[src/rtl/tsg_pkg.sv]
package tsg_pkg;

    typedef enum logic [1:0] {
        SP_LOW  = 2'd0,
        SP_MID  = 2'd1,
        SP_HIGH = 2'd2,
        SP_FULL = 2'd3
    } start_code_e;

    typedef enum logic {
        SEQ_ARMED  = 1'b0,
        SEQ_ACTIVE = 1'b1
    } seq_state_e;

    typedef struct packed {
        logic thr_met;
        logic eof_seen;
        logic gate;
    } gate_info_t;

    // Combine occupancy and DMA completion according to the hold option.
    function automatic logic gate_ok(input logic hold, input logic thr_met,
                                     input logic eof_seen);
        return hold ? (thr_met && eof_seen) : thr_met;
    endfunction

endpackage

[src/rtl/tsg_threshold.sv]
module tsg_threshold
    import tsg_pkg::*;
#(
    parameter int LEVEL_W = 12,
    parameter int TH0     = 4,
    parameter int TH1     = 64,
    parameter int TH2     = 128
) (
    input  start_code_e          code,
    input  logic                 hold,
    input  logic [LEVEL_W-1:0]   level,
    input  logic                 has_eof,
    output logic                 thr_met
);
    localparam int NUM_TH = 3;
    localparam int TH_TAB [NUM_TH] = '{TH0, TH1, TH2};

    logic [NUM_TH-1:0] hit;

    for (genvar g = 0; g < NUM_TH; g++) begin : g_cmp
        assign hit[g] = (32'(level) >= 32'(TH_TAB[g]));
    end

    always_comb begin
        unique case (code)
            SP_LOW:  thr_met = hit[0] | has_eof;
            SP_MID:  thr_met = hit[1] | has_eof;
            SP_HIGH: thr_met = hit[2] | has_eof;
            SP_FULL: thr_met = hold ? 1'b1 : has_eof;
            default: thr_met = 1'b0;
        endcase
    end
endmodule

[src/rtl/tsg_eof_latch.sv]
module tsg_eof_latch (
    input  logic clk,
    input  logic rst,
    input  logic set_pulse,
    input  logic consume,
    output logic seen
);
    logic held_q;

    assign seen = held_q | set_pulse;

    always_ff @(posedge clk) begin
        if (rst) held_q <= 1'b0;
        else     held_q <= seen & ~consume;
    end
endmodule

[src/rtl/tsg_sequencer.sv]
module tsg_sequencer
    import tsg_pkg::*;
(
    input  logic clk,
    input  logic rst,
    input  logic gate,
    input  logic tx_end,
    output logic fire,
    output logic start_q
);
    seq_state_e state_q, state_d;

    assign fire = (state_q == SEQ_ARMED) && gate;

    always_comb begin
        state_d = state_q;
        unique case (state_q)
            SEQ_ARMED:  if (fire)   state_d = SEQ_ACTIVE;
            SEQ_ACTIVE: if (tx_end) state_d = SEQ_ARMED;
            default:                state_d = SEQ_ARMED;
        endcase
    end

    always_ff @(posedge clk) begin
        if (rst) begin
            state_q <= SEQ_ARMED;
            start_q <= 1'b0;
        end else begin
            state_q <= state_d;
            start_q <= fire;
        end
    end
endmodule

[src/rtl/tx_start_gate.sv]
module tx_start_gate
    import tsg_pkg::*;
#(
    parameter int LEVEL_W = 12,
    parameter int TH0     = 4,
    parameter int TH1     = 64,
    parameter int TH2     = 128
) (
    input  logic               clk,
    input  logic               rst,
    input  logic [1:0]         cfg_start_code,
    input  logic               cfg_hold_full,
    input  logic [LEVEL_W-1:0] fifo_bytes,
    input  logic               fifo_has_eof,
    input  logic               dma_frame_done,
    input  logic               mac_tx_end,
    output logic               tx_start
);
    gate_info_t info;
    logic       fire;

    tsg_threshold #(
        .LEVEL_W(LEVEL_W), .TH0(TH0), .TH1(TH1), .TH2(TH2)
    ) u_thr (
        .code    (start_code_e'(cfg_start_code)),
        .hold    (cfg_hold_full),
        .level   (fifo_bytes),
        .has_eof (fifo_has_eof),
        .thr_met (info.thr_met)
    );

    tsg_eof_latch u_eof (
        .clk       (clk),
        .rst       (rst),
        .set_pulse (dma_frame_done),
        .consume   (fire),
        .seen      (info.eof_seen)
    );

    assign info.gate = gate_ok(cfg_hold_full, info.thr_met, info.eof_seen);

    tsg_sequencer u_seq (
        .clk     (clk),
        .rst     (rst),
        .gate    (info.gate),
        .tx_end  (mac_tx_end),
        .fire    (fire),
        .start_q (tx_start)
    );
endmodule

[config.mk]
export PLATFORM = sky130hd
export DESIGN_NAME = tx_start_gate
export DESIGN_NICKNAME = d
export VERILOG_FILES = /design/src/rtl/tsg_pkg.sv /design/src/rtl/tsg_threshold.sv /design/src/rtl/tsg_eof_latch.sv /design/src/rtl/tsg_sequencer.sv /design/src/rtl/tx_start_gate.sv
export SDC_FILE = /design/constraint.sdc
export NUM_CORES = 1
export LEC_CHECK = 0
export ABC_AREA = 0
export BUFFER_PORTS_ARGS = -buffer_cell sky130_fd_sc_hd__buf_2
export CORE_AREA = 4 4 41 43
export CTS_CLUSTER_DIAMETER = 80
export DETAILED_ROUTE_END_ITERATION = 7
export DIE_AREA = 0 0 45 47
export PLACE_DENSITY = 0.51
export SYNTH_ARGS = -nofsm -noshare
export SYNTH_HDL_FRONTEND = slang
export SYNTH_SLANG_ARGS = --single-unit
[constraint.sdc]
create_clock -name clk -period 1.2 [get_ports clk]
set_clock_uncertainty 0.2 [all_clocks]
set_input_delay 0.18 -clock clk [delete_from_list [all_inputs] [get_ports clk]]
set_output_delay 0.18 -clock clk [all_outputs]
set_load 0.02 [all_outputs]
* Word-level counts from Yosys, hierarchy flattened *
Cells that the tools add are included.

word-level totals
  register bits = 3

operators by class
  $lt $le $gt $ge = 3
  eq/ne operators = 3
  reduce and logical (&&, ||, !) cells = 3
  muxes and demuxes = 6
  bitwise gates (word level) = 7

operator list
  kind                   count
  $ge A12 B3 Y1 const B  1
  $ge A12 B7 Y1 const B  1
  $ge A12 B8 Y1 const B  1
  $eq A2 B2 Y1 const B   2
  $mux W1                4
  $or A1 B1 Y1           4
  $pmux W1 S4            1
  $eq A2 B1 Y1 const B   1
  $logic_and A1 B1 Y1    2
  $logic_not A2 Y1       1
  $not A1 Y1             2
  $pmux W1 S2            1
  $and A1 B1 Y1          1

* Longest topological paths before layout *
Gate-level depths: netlist of run 1.

  depth after elaboration = 8
  gate-level depth with buffers = 4
  gate-level depth less buffers = 4

* Hierarchy *
A second synthesis of run 1 with hierarchy kept.

unflattened totals
  cells, all modules = 21
  area total of the unflattened synthesis = 168.9 um2

by module, submodules not included
  module         cells each  times used  seq. area each (um2)  area an instance (um2)
  tsg_sequencer  6           1           40.0                  63.8
  tsg_threshold  10          1           0.0                   60.1
  tsg_eof_latch  3           1           20.0                  33.8
  tx_start_gate  2           1           0.0                   11.3

* Worst setup path after synthesis of run 1 *
OpenSTA, ideal clock, no wires.

  path type = register to register
  start point = reg u_eof.held_q
  end point = reg u_seq.state_q
  setup time = 0.074 ns
  stages on the path, launching flop included = 5
  path slack = 0.080 ns
  required time = 0.926 ns
  arrival = 0.846 ns
  path through = dfxtp_1 nor2_1 a211o_1 o32a_2 o21ai_0

between the ends
  word-level cells in the longest chain between the ends = 6

ends and longest elaborated chain
  what                      RTL line             source
  start: declaration        tsg_eof_latch.sv:8   logic held_q;
  start signal: assignment  tsg_eof_latch.sv:14  else held_q <= seen & ~consume;
  $or A1 B1 Y1              tsg_eof_latch.sv:10  assign seen = held_q | set_pulse;
  $logic_and A1 B1 Y1       tsg_pkg.sv:24        return hold ? (thr_met && eof_seen) : thr_met;
  $mux W1                   tsg_pkg.sv:24
  $logic_and A1 B1 Y1       tsg_sequencer.sv:13  assign fire = (state_q == SEQ_ARMED) && gate;
  $mux W1                   tsg_sequencer.sv:18  SEQ_ARMED: if (fire) state_d = SEQ_ACTIVE;
  $pmux W1 S2               tsg_sequencer.sv:17  unique case (state_q)
  end signal: assignment    tsg_sequencer.sv:29  state_q <= state_d;
  end: declaration          tsg_sequencer.sv:11  seq_state_e state_q, state_d;

No other way between the ends.
A chain may end at the register's enable or synchronous reset.

* Final worst setup path of run 1 *
Same ends and word-level chain as after synthesis.

==> results of run 1 <==
## cells in the mapped netlist
cell / number / area [um^2]
dfxtp_1: 3 / 60.1
nor2_1: 3 / 11.3
inv_1: 2 / 7.51
a211o_1: 1 / 8.76
a21boi_1: 1 / 7.51
a21oi_1: 1 / 5.00
a221oi_4: 1 / 26.3
a31oi_1: 1 / 6.26
and2_4: 1 / 8.76
nand2_1: 1 / 3.75
nor3_1: 1 / 5.00
nor4_1: 1 / 6.26
o211ai_1: 1 / 7.51
o21a_1: 1 / 7.51
o21ai_0: 1 / 5.00
o32a_2: 1 / 11.3
## timing repair
item	CTS	global route
resized for setup	0	2
endpoints found under the setup margin	0	1
buffers inserted	0	0
## stage by stage
stage	util (%)	TNS, ns	setup WS, ns	total power (uW)
after floorplan	-	0	0.0800	167
after global placement	23.9	-0.181	-0.0829	215
after detailed placement	23.9	-0.215	-0.0918	217
after CTS	26.0	0	0.0290	405
after global routing	26.3	-0.00616	-0.00616	431
final	26.3	0	0.0584	396
## power by group through the flow
stage | logic [uW] | clock network, uW | registers, uW
final | 97.1 | 177 | 122
after global routing | 108 | 200 | 123
after CTS | 93.8 | 190 | 121
after detailed placement | 93.7 | 0 | 123
after global placement | 91.7 | 0 | 124
after floorplan | 39.5 | 0 | 128
## cell families after synthesis
group	after synthesis	synth area share [%]
AND/OR/NAND/NOR	7	18.7
buffers and inverters	2	4.00
flip-flops	3	32.0
AO/OA/AOI/OAI	9	45.3
## metal layers
layer / vias to the layer above / part of all wire, % / global-route usage (%)
met4: 0 / 0 / 1.75
met5: - / 0 / 0
met3: 0 / 12 / 7.66
met2: 8 / 52 / 12.1
met1: 104 / 36 / 6.58
li1: 130 / - / -
## worst max-delay path, stage by stage, from the launching register on
cell and delay, ns:
dfxtp_1 0.30, nor2_1 0.04, a211o_1 0.29, o32a_2 0.19, o21ai_2 0.05
## state kept, by name, indices dropped and copies added (netlist names)
register       count
u_seq.state_q      1
u_eof.held_q       1
u_seq.start_q      1
## layout make-up
type	count	area [um^2]	area share, %
timing repair buffer	20	105	30.8
tap	15	18.8	5.49
clock buffer	4	26.3	7.69
inverter	2	7.51	2.20
multi-input combinational	16	124	36.3
sequential	3	60.1	17.6
## worst max path at each step
stage | start | end | slack (ns) | depth (start not counted)
global route | u_eof.held_q | u_seq.state_q | -0.006 | 4
floorplan | u_eof.held_q | u_seq.state_q | 0.08 | 4
finish | u_eof.held_q | u_seq.state_q | 0.06 | 4
CTS | u_eof.held_q | u_seq.state_q | 0.03 | 4
detailed placement | cfg_start_code[1] | u_eof.held_q | -0.09 | 5
global placement | cfg_start_code[1] | u_eof.held_q | -0.08 | 5
==> results.md, run 1 <==
- Critical path class: register to register
- Share of power burned in the clock network: 44.8%
- Post-synthesis area per instance: 8.94 um^2
- Tightest Hold Check Type: primary input to register
- Post-synthesis register bit count: 3
- Syn-to-layout area delta: 82.0%
- Deepest level of the CTS H-tree: 1
- Reg-to-reg critical path startpoint: u_eof.held_q
- Fraction of final layout cells with drive strength greater than 1: 60.0%
- Clock tree from TritonCTS: built
- Req. time, crit path: 1.17 ns
- Seq/Total Area, Yosys: 32.0%
- Tcrit/Tclk final: 95.1%
- Number of vias per cell after detailed routing: 4.03
- Vias in the first global route: 262
- Terminus of the critical flop-to-flop path: u_seq.state_q
- Cell chosen for the clock root: clkbuf_4
- Antenna Violating Nets Remaining: 0
- I/O Pins: 21
- Commonest cells after routing, fill and taps aside: buf_2 (18), nor2_1 (3), clkbuf_4 (3), dfxtp_1 (3)
- Minimum hold slack: 0.0298 ns
- Peak fanout along the critical path: 3
- Netlist area before placement: 188 um^2
- Relative slew margins: 84.7%
- Die X-Extent: 45 um
- Global placement routability congestion: 0.637
- Type of element launching the critical path: register
- Hold path depth: 3
- P_sw: 103 uW
- Number of nets in the layout: 66
- Hold endpoint: u_eof.held_q
- Final critical-path required period: 1.14 ns
- Reg-to-reg slack, setup: 0.06 ns
- Clock Tree Buf Depth: 2
- Endpoint arrival time on the critical path: 1.11 ns
- Initial standard-cell utilization of the core: 14.4%
- Internal power: 293 uW
- Average routed wire per standard cell: 10.1 um
- Final routed DRC violation total: 0
- Register-to-Register Path Depth: 4
- CTS clk-pin slew, worst paths: 0.04 ns
- Die outline area: 0.00212 mm^2
- Mapped Cells: 21
- Status: completed
- Most common cell after layout, fill and taps aside: buf_2
- Pwr dens: 1160 mW/mm^2
- Switching portion of total power: 26.0%
- IR Drop Worst-Case VDD: 612 uV
- Fin. Hold Viols: 0
- Placed instance area: 312 um^2
- Number of distinct standard cells referenced by the synthesized netlist: 16
- Type of element capturing the critical path: register
- RSZ-0062 raised after global routing: true
- Source-to-sink clock delay at the later pin of the worst-skew pair: 0.23 ns
- Setup-violating endpoint count in the final report: 0
- Total number of vias: 242
- Num Clock Sinks: 3
- Layout Cell Area excl Fill: 342 um^2
- Filler-free cell count of the finished design: 60
- Largest net degree at the start of global routing: 4
- Slew of the pin with the lowest slew margin: 0.227 ns
- Overall global routing resource usage: 7.50%
- Antenna cell count: 0
- Number of max-cap violations: 0
- Cell count after placement: 56
- Worst hold start: rst
- Core outline area: 0.00130 mm^2
- Count of fill cells added during filler insertion: 155
- PortBufs: 18
- First-pass detailed-route iteration total: 1
- TritonCTS buffer count: 3
- Number of antenna violations at the first check in global routing: 0
- Wire length of the first global-routing pass: 1030 um
- Sequential cell fraction of total power: 30.7%
- Initial DRC count: 0
- Die outline height: 47 um
- Hold buffer count at CTS: 0
- Cell Rows: 13
- Leak: 0.000171 uW
- Mapped Nets: 41
- Remaining Overflow, GRT: 0
- Maximum clock frequency: 876 MHz
- Post-Route WL: 608 um
- Combinational group share of total power: 24.5%
- Number of synthesis warnings: 0
- Pins Over Slew Limit: 0
No activity file was read; power rests on OpenSTA's default activity.
==> run 2, diff against run 1 <==
- CTS_BUF_LIST: unset -> sky130_fd_sc_hd__clkbuf_4
- SLEW_MARGIN: unset -> 0
==> run 2 against run 1 <==
Against the previous run:
- hold slack better by 0.00054 ns
- largest power group unchanged
- total power up 5.5%
- worst setup slack better by 0.0015 ns
- highest routed layer unchanged
- fmax up 0.13%
- global-route usage unchanged
- clock power up 12%
- via count down 0.41%
- non-clock buffer count unchanged
- sequential power about the same
- flip-flop and latch count unchanged
==> results.md, run 2 (synthesized netlist as in run 1, its figures left out) <==
- Status: completed
- Die outline height: 47 um (unchanged)
- Most common cell after layout, fill and taps aside: buf_2
- Global placement routability congestion: 0.637 (unchanged)
- Buffers & Inverters on Critical Path: 0 (unchanged)
- Filler-free cell count of the finished design: 60 (unchanged)
- Clock Tree Buf Depth: 2 (unchanged)
- PortBufs: 18 (unchanged)
- Die outline area: 0.00212 mm^2 (unchanged)
- Source-to-sink clock delay at the later pin of the worst-skew pair: 0.23 ns (about the same)
- Type of element capturing the critical path: register
- IR Drop Worst-Case VDD: 636 uV (+3.9%)
- Biggest registers after layout: u_eof.held_q (1), u_seq.start_q (1), u_seq.state_q (1)
- Tightest Hold Check Type: primary input to register
- Initial DRC count: 0 (unchanged)
- Count of fill cells added during filler insertion: 154 (-0.65%)
- Commonest cells after routing, fill and taps aside: buf_2 (18), clkbuf_4 (4), nor2_1 (3), dfxtp_1 (3)
- Cell chosen for the clock root: clkbuf_4
- Relative slew margins: 84.7% (unchanged)
- Placed instance area: 312 um^2 (unchanged)
- Deepest level of the CTS H-tree: 1 (unchanged)
- TritonCTS buffer count: 3 (unchanged)
- RSZ-0062 raised after global routing: true
- Setup_tns: 0 ns (unchanged)
- Maximum clock frequency: 877 MHz (+0.13%)
- Pins Over Slew Limit: 0 (unchanged)
- Tcrit/Tclk final: 95.0% (-0.13 points)
- Fraction of final layout cells with drive strength greater than 1: 62.2% (+2.2 points)
- Peak fanout along the critical path: 3 (unchanged)
- Pwr dens: 1210 mW/mm^2 (+4.4%)
- Number of max-cap violations: 0 (unchanged)
- Switching portion of total power: 24.5% (-1.5 points)
- Req. time, crit path: 1.17 ns (about the same)
- Number of antenna violations at the first check in global routing: 0 (unchanged)
- Endpoint arrival time on the critical path: 1.11 ns (about the same)
- Syn-to-layout area delta: 84.0%
- Final core area utilization: 26.5% (+0.29 points)
- Antenna cell count: 0 (unchanged)
- Peak per-stage delay on the critical path: 0.30 ns (about the same)
- Critical path class: register to register
- Die X-Extent: 45 um (unchanged)
- Remaining Overflow, GRT: 0 (unchanged)
- Cell Rows: 13 (unchanged)
- Combinational group share of total power: 23.2% (-1.3 points)
- Average routed wire per standard cell: 10.2 um (+0.49%)
- Vias in the first global route: 263 (+0.38%)
- Largest net degree at the start of global routing: 4 (unchanged)
- Overall global routing resource usage: 7.50% (unchanged)
- Core outline area: 0.00130 mm^2 (unchanged)
- Sequential cell fraction of total power: 29.1% (-1.6 points)
- Fin. Hold Viols: 0 (unchanged)
- Cell count after placement: 56 (unchanged)
- Number of vias per cell after detailed routing: 4.02 (-0.41%)
- Final critical-path required period: 1.14 ns (-0.00151 ns)
- Share of power burned in the clock network: 47.7% (+2.9 points)
- Clock tree from TritonCTS: built
- Number of nets in the layout: 66 (unchanged)
- Layout Cell Area excl Fill: 345 um^2 (+1.1%)
- P_sw: 102 uW (-0.51%)
- Slew of the pin with the lowest slew margin: 0.227 ns (unchanged)
- Num Clock Sinks: 3 (unchanged)
- CP Cell Sequence: nor2_1, a211o_1, o32a_2, o21ai_2
- First-pass detailed-route iteration total: 1 (unchanged)
- Wire length of the first global-routing pass: 1040 um (+0.68%)
- Post-Route WL: 611 um (+0.49%)
- Internal power: 316 uW (+7.7%)
- Setup-violating endpoint count in the final report: 0 (unchanged)
- Total number of vias: 241 (-0.41%)
- Leak: 0.000174 uW (+2.0%)
- Hold buffer count at CTS: 0 (unchanged)
- Initial standard-cell utilization of the core: 14.4% (unchanged)
- Family with the most delay on the worst path: compound AO/OA/AOI/OAI gates
- I/O Pins: 21 (unchanged)
- Final routed DRC violation total: 0 (unchanged)
- CTS clk-pin slew, worst paths: 0.04 ns (about the same)
- Library cell contributing the largest single delay on the critical path: dfxtp_1
- Antenna Violating Nets Remaining: 0 (unchanged)
- Type of element launching the critical path: register
## run 2: cell type report
type / instances / area (um^2) / share of cell area, %
clock buffer: 4 / 30.0 / 8.70
inverter: 2 / 7.51 / 2.17
multi-input combinational: 16 / 124 / 35.9
sequential: 3 / 60.1 / 17.4
tap: 15 / 18.8 / 5.43
timing repair buffer: 20 / 105 / 30.4
## run 2: path summary, 6_finish.rpt
check                              startpoint       endpoint  slack, ns  cells past startpoint
worst max-delay path             u_eof.held_q  u_seq.state_q       0.06                      4
worst min-delay path                      rst   u_eof.held_q       0.03                      3
worst max register to register   u_eof.held_q  u_seq.state_q       0.06                      4
worst min register to register  u_seq.state_q   u_eof.held_q       0.30                      1
## run 2: power groups by stage
stage	clock network, uW	logic [uW]	registers [uW]
2_1_floorplan	0	39.5	128
3_3_place_gp	0	91.7	124
3_5_place_dp	0	93.7	123
4_1_cts	212	93.8	121
5_1_grt	221	108	123
6_report	199	97.1	122
## run 2: what timing repair did
item | 4_1_cts | 5_1_grt
gates resized for setup | 0 | 2
setup buffers | 0 | 0
endpoints found under the setup margin | 0 | 1
## run 2: worst register-to-register path, stage by stage (launching register included)
cell and delay (ns):
dfxtp_1 0.30, nor2_1 0.04, a211o_1 0.29, o32a_2 0.19, o21ai_2 0.05
## run 2: per-layer routing
layer	share of wire [%]	wire, um	up-vias	GRT usage, %
met5	0	0	-	0
met4	0	0	0	1.75
met2	52	320	8	12.1
li1	-	-	129	-
met1	35	216	104	6.58
met3	12	74	0	7.66
## run 2: through the flow
| step | hold WS [ns] | setup slack [ns] | total power, uW |
|---|---|---|---|
| floorplan | 0.130 | 0.0800 | 167 |
| global placement | 0.272 | -0.0829 | 215 |
| detailed placement | 0.269 | -0.0918 | 217 |
| CTS | 0.0188 | 0.0288 | 427 |
| global route | 0.0446 | -0.00606 | 453 |
| finish | 0.0303 | 0.0600 | 418 |
==> run 3, diff against run 2 <==
- CELL_PAD_IN_SITES_DETAIL_PLACEMENT: unset -> 1
- CELL_PAD_IN_SITES_GLOBAL_PLACEMENT: unset -> 1
- PLACE_DENSITY: 0.51 -> 0.68
==> run 3 against run 2 <==
Against the previous run:
- die area is the same
- highest routed layer unchanged
- utilization down 0.29 points
- clock power is 3% higher
- non-clock buffer count unchanged
- hold slack got worse by 0.0028 ns
==> results.md, run 3 (synthesized netlist as in run 1, its figures left out) <==
- RSZ-0062 raised after global routing: false
- Commonest cells after routing, fill and taps aside: buf_2 (18), clkbuf_4 (4), nor2_1 (3), dfxtp_1 (3)
- Peak fanout along the critical path: 3 (unchanged)
- Clock tree from TritonCTS: built
- Count of fill cells added during filler insertion: 173 (+12%)
- Peak per-stage delay on the critical path: 0.30 ns (about the same)
- Antenna Violating Nets Remaining: 0 (unchanged)
- Source-to-sink clock delay at the later pin of the worst-skew pair: 0.24 ns (about the same)
- Endpoint arrival time on the critical path: 1.12 ns (about the same)
- Met2 usage in global routing: 13.0% (+0.85 points)
- PortBufs: 18 (unchanged)
- CTS clk-pin slew, worst paths: 0.04 ns (about the same)
- Die outline height: 47 um (unchanged)
- Die X-Extent: 45 um (unchanged)
- Final core area utilization: 26.3% (-0.29 points)
- Tcrit/Tclk final: 96.6% (+1.6 points)
- Post-Route WL: 629 um (+2.9%)
- Reg-to-reg slack, setup: 0.04 ns (-0.02 ns)
- Register-to-Register Path Depth: 4 (unchanged)
- Initial DRC count: 1 (+1)
- Critical path class: register to register
- Terminus of the critical flop-to-flop path: u_seq.state_q
- CP Cell Sequence: nor2_1, a211o_1, o32a_2, o21ai_0
- Remaining Overflow, GRT: 0 (unchanged)
- Total number of vias: 241 (unchanged)
- Leak: 0.000173 uW (-0.85%)
- Library cell contributing the largest single delay on the critical path: dfxtp_1
- Slew of the pin with the lowest slew margin: 0.236 ns (+0.00865 ns)
- Setup-violating endpoint count in the final report: 0 (unchanged)
- Worst setup path startpoint: u_eof.held_q
- Final routed DRC violation total: 0 (unchanged)
- First-pass detailed-route iteration total: 2 (+1)
- Largest net degree at the start of global routing: 4 (unchanged)
- Relative slew margins: 84.1% (-0.58 points)
- Hold buffer count at CTS: 0 (unchanged)
- Maximum clock frequency: 863 MHz (-1.7%)
- I/O Pins: 21 (unchanged)
- Total of cells resized after clock tree synthesis: 0 (unchanged)
- TritonCTS buffer count: 3 (unchanged)
- Pins Over Slew Limit: 0 (unchanged)
- Final critical-path required period: 1.16 ns (+0.0191 ns)
- CP Capture Point: u_seq.state_q
- Average routed wire per standard cell: 10.5 um (+2.9%)
- Fraction of met1 tracks used by global routing: 6.56% (-0.015 points)
- Type of element launching the critical path: register
- Fin. Hold Viols: 0 (unchanged)
- Number of max-cap violations: 0 (unchanged)
- Status: completed
- Clock Tree Buf Depth: 2 (unchanged)
- Most common cell after layout, fill and taps aside: buf_2
- Deepest level of the CTS H-tree: 1 (unchanged)
- Type of element capturing the critical path: register
- Core outline area: 0.00130 mm^2 (unchanged)
- Cell Rows: 13 (unchanged)
- Antenna cell count: 0 (unchanged)
- Num Clock Sinks: 3 (unchanged)
- Number of nets in the layout: 66 (unchanged)
- Die outline area: 0.00212 mm^2 (unchanged)
- IR Drop Worst-Case VDD: 465 uV (-27%)
- Req. time, crit path: 1.16 ns (about the same)
- Global-route layer with the greatest usage: met2
- Syn-to-layout area delta: 82.0%
- Number of antenna violations at the first check in global routing: 0 (unchanged)
- Reg-to-reg critical path startpoint: u_eof.held_q
- Wire length of the first global-routing pass: 1040 um (+0.58%)
- Overall global routing resource usage: 7.41% (-0.085 points)
- Worst Setup Slack post-DPL: -0.0912 ns (+0.000657 ns)
- Pwr dens: 1220 mW/mm^2 (+1.1%)
- Biggest registers after layout: u_eof.held_q (1), u_seq.start_q (1), u_seq.state_q (1)
- Half-perimeter wire length after placement: 547 um
- Initial standard-cell utilization of the core: 14.4% (unchanged)
- Fraction of final layout cells with drive strength greater than 1: 60.0% (-2.2 points)
- Global routing met3 resource utilization: 4.98% (-2.7 points)
- Vias in the first global route: 269 (+2.3%)
- Number of vias per cell after detailed routing: 4.02 (unchanged)
- Global placement routability congestion: 0.662 (+3.9%)
- Tightest Hold Check Type: primary input to register
- Final setup margin: 0.0408 ns (-0.0191 ns)
- Cell chosen for the clock root: clkbuf_4
==> run 3: how the worst min path moves through the flow <==
| stage | startpoint | end | slack (ns) | depth (start not counted) |
|---|---|---|---|---|
| 5_1_grt | rst | u_eof.held_q | 0.05 | 3 |
| 4_1_cts | rst | u_eof.held_q | 0.02 | 3 |
| 3_5_place_dp | rst | u_eof.held_q | 0.27 | 3 |
| 2_1_floorplan | fifo_has_eof | u_seq.start_q | 0.13 | 2 |
| 3_3_place_gp | rst | u_eof.held_q | 0.27 | 3 |
| 6_report | rst | u_eof.held_q | 0.03 | 3 |
==> run 3: per-stage QoR <==
| stage | TNS [ns] | area [um^2] | cells | hold WS (ns) | power, uW |
|---|---|---|---|---|---|
| finish | 0 | 342 | 60 | 0.0275 | 418 |
| global route | 0 | 342 | 60 | 0.0481 | 456 |
| CTS | 0 | 342 | 60 | 0.0247 | 429 |
| detailed placement | -0.204 | 312 | 56 | 0.274 | 217 |
| global placement | -0.182 | 312 | 56 | 0.270 | 215 |
| floorplan | 0 | 188 | 21 | 0.130 | 167 |
==> run 3: what timing repair did <==
item / CTS / global route
hold endpoints to repair: 0 / 0
setup endpoints to repair: 0 / 1
buffers inserted: 0 / 0
==> run 3: layout make-up <==
type                       count  area, um^2  share of cell area, %
clock buffer                   4        30.0                   8.79
inverter                       2        7.51                   2.20
multi-input combinational     16         120                   35.2
sequential                     3        60.1                   17.6
tap                           15        18.8                   5.49
timing repair buffer          20         105                   30.8
==> run 3: power breakdown <==
part           internal, uW  leakage, uW  switching, uW  total (uW)
logic                  51.3     0.000129           41.7        93.0
registers               115    0.0000249           6.47         121
clock network           147    0.0000184           56.3         204
total                   314     0.000173            104         418
==> run 3: critical path: cells and delay by family, from the launching register on <==
family           cells  cell delay, ns
AND/OR/NAND/NOR      1            0.05
AO/OA/AOI/OAI        3            0.54
flip-flops           1            0.30
==> run 3: routing by layer <==
metal / wire length, um / share of wire (%)
met5: 0 / 0
met4: 0 / 0
met3: 67 / 11
met2: 359 / 57
met1: 202 / 32
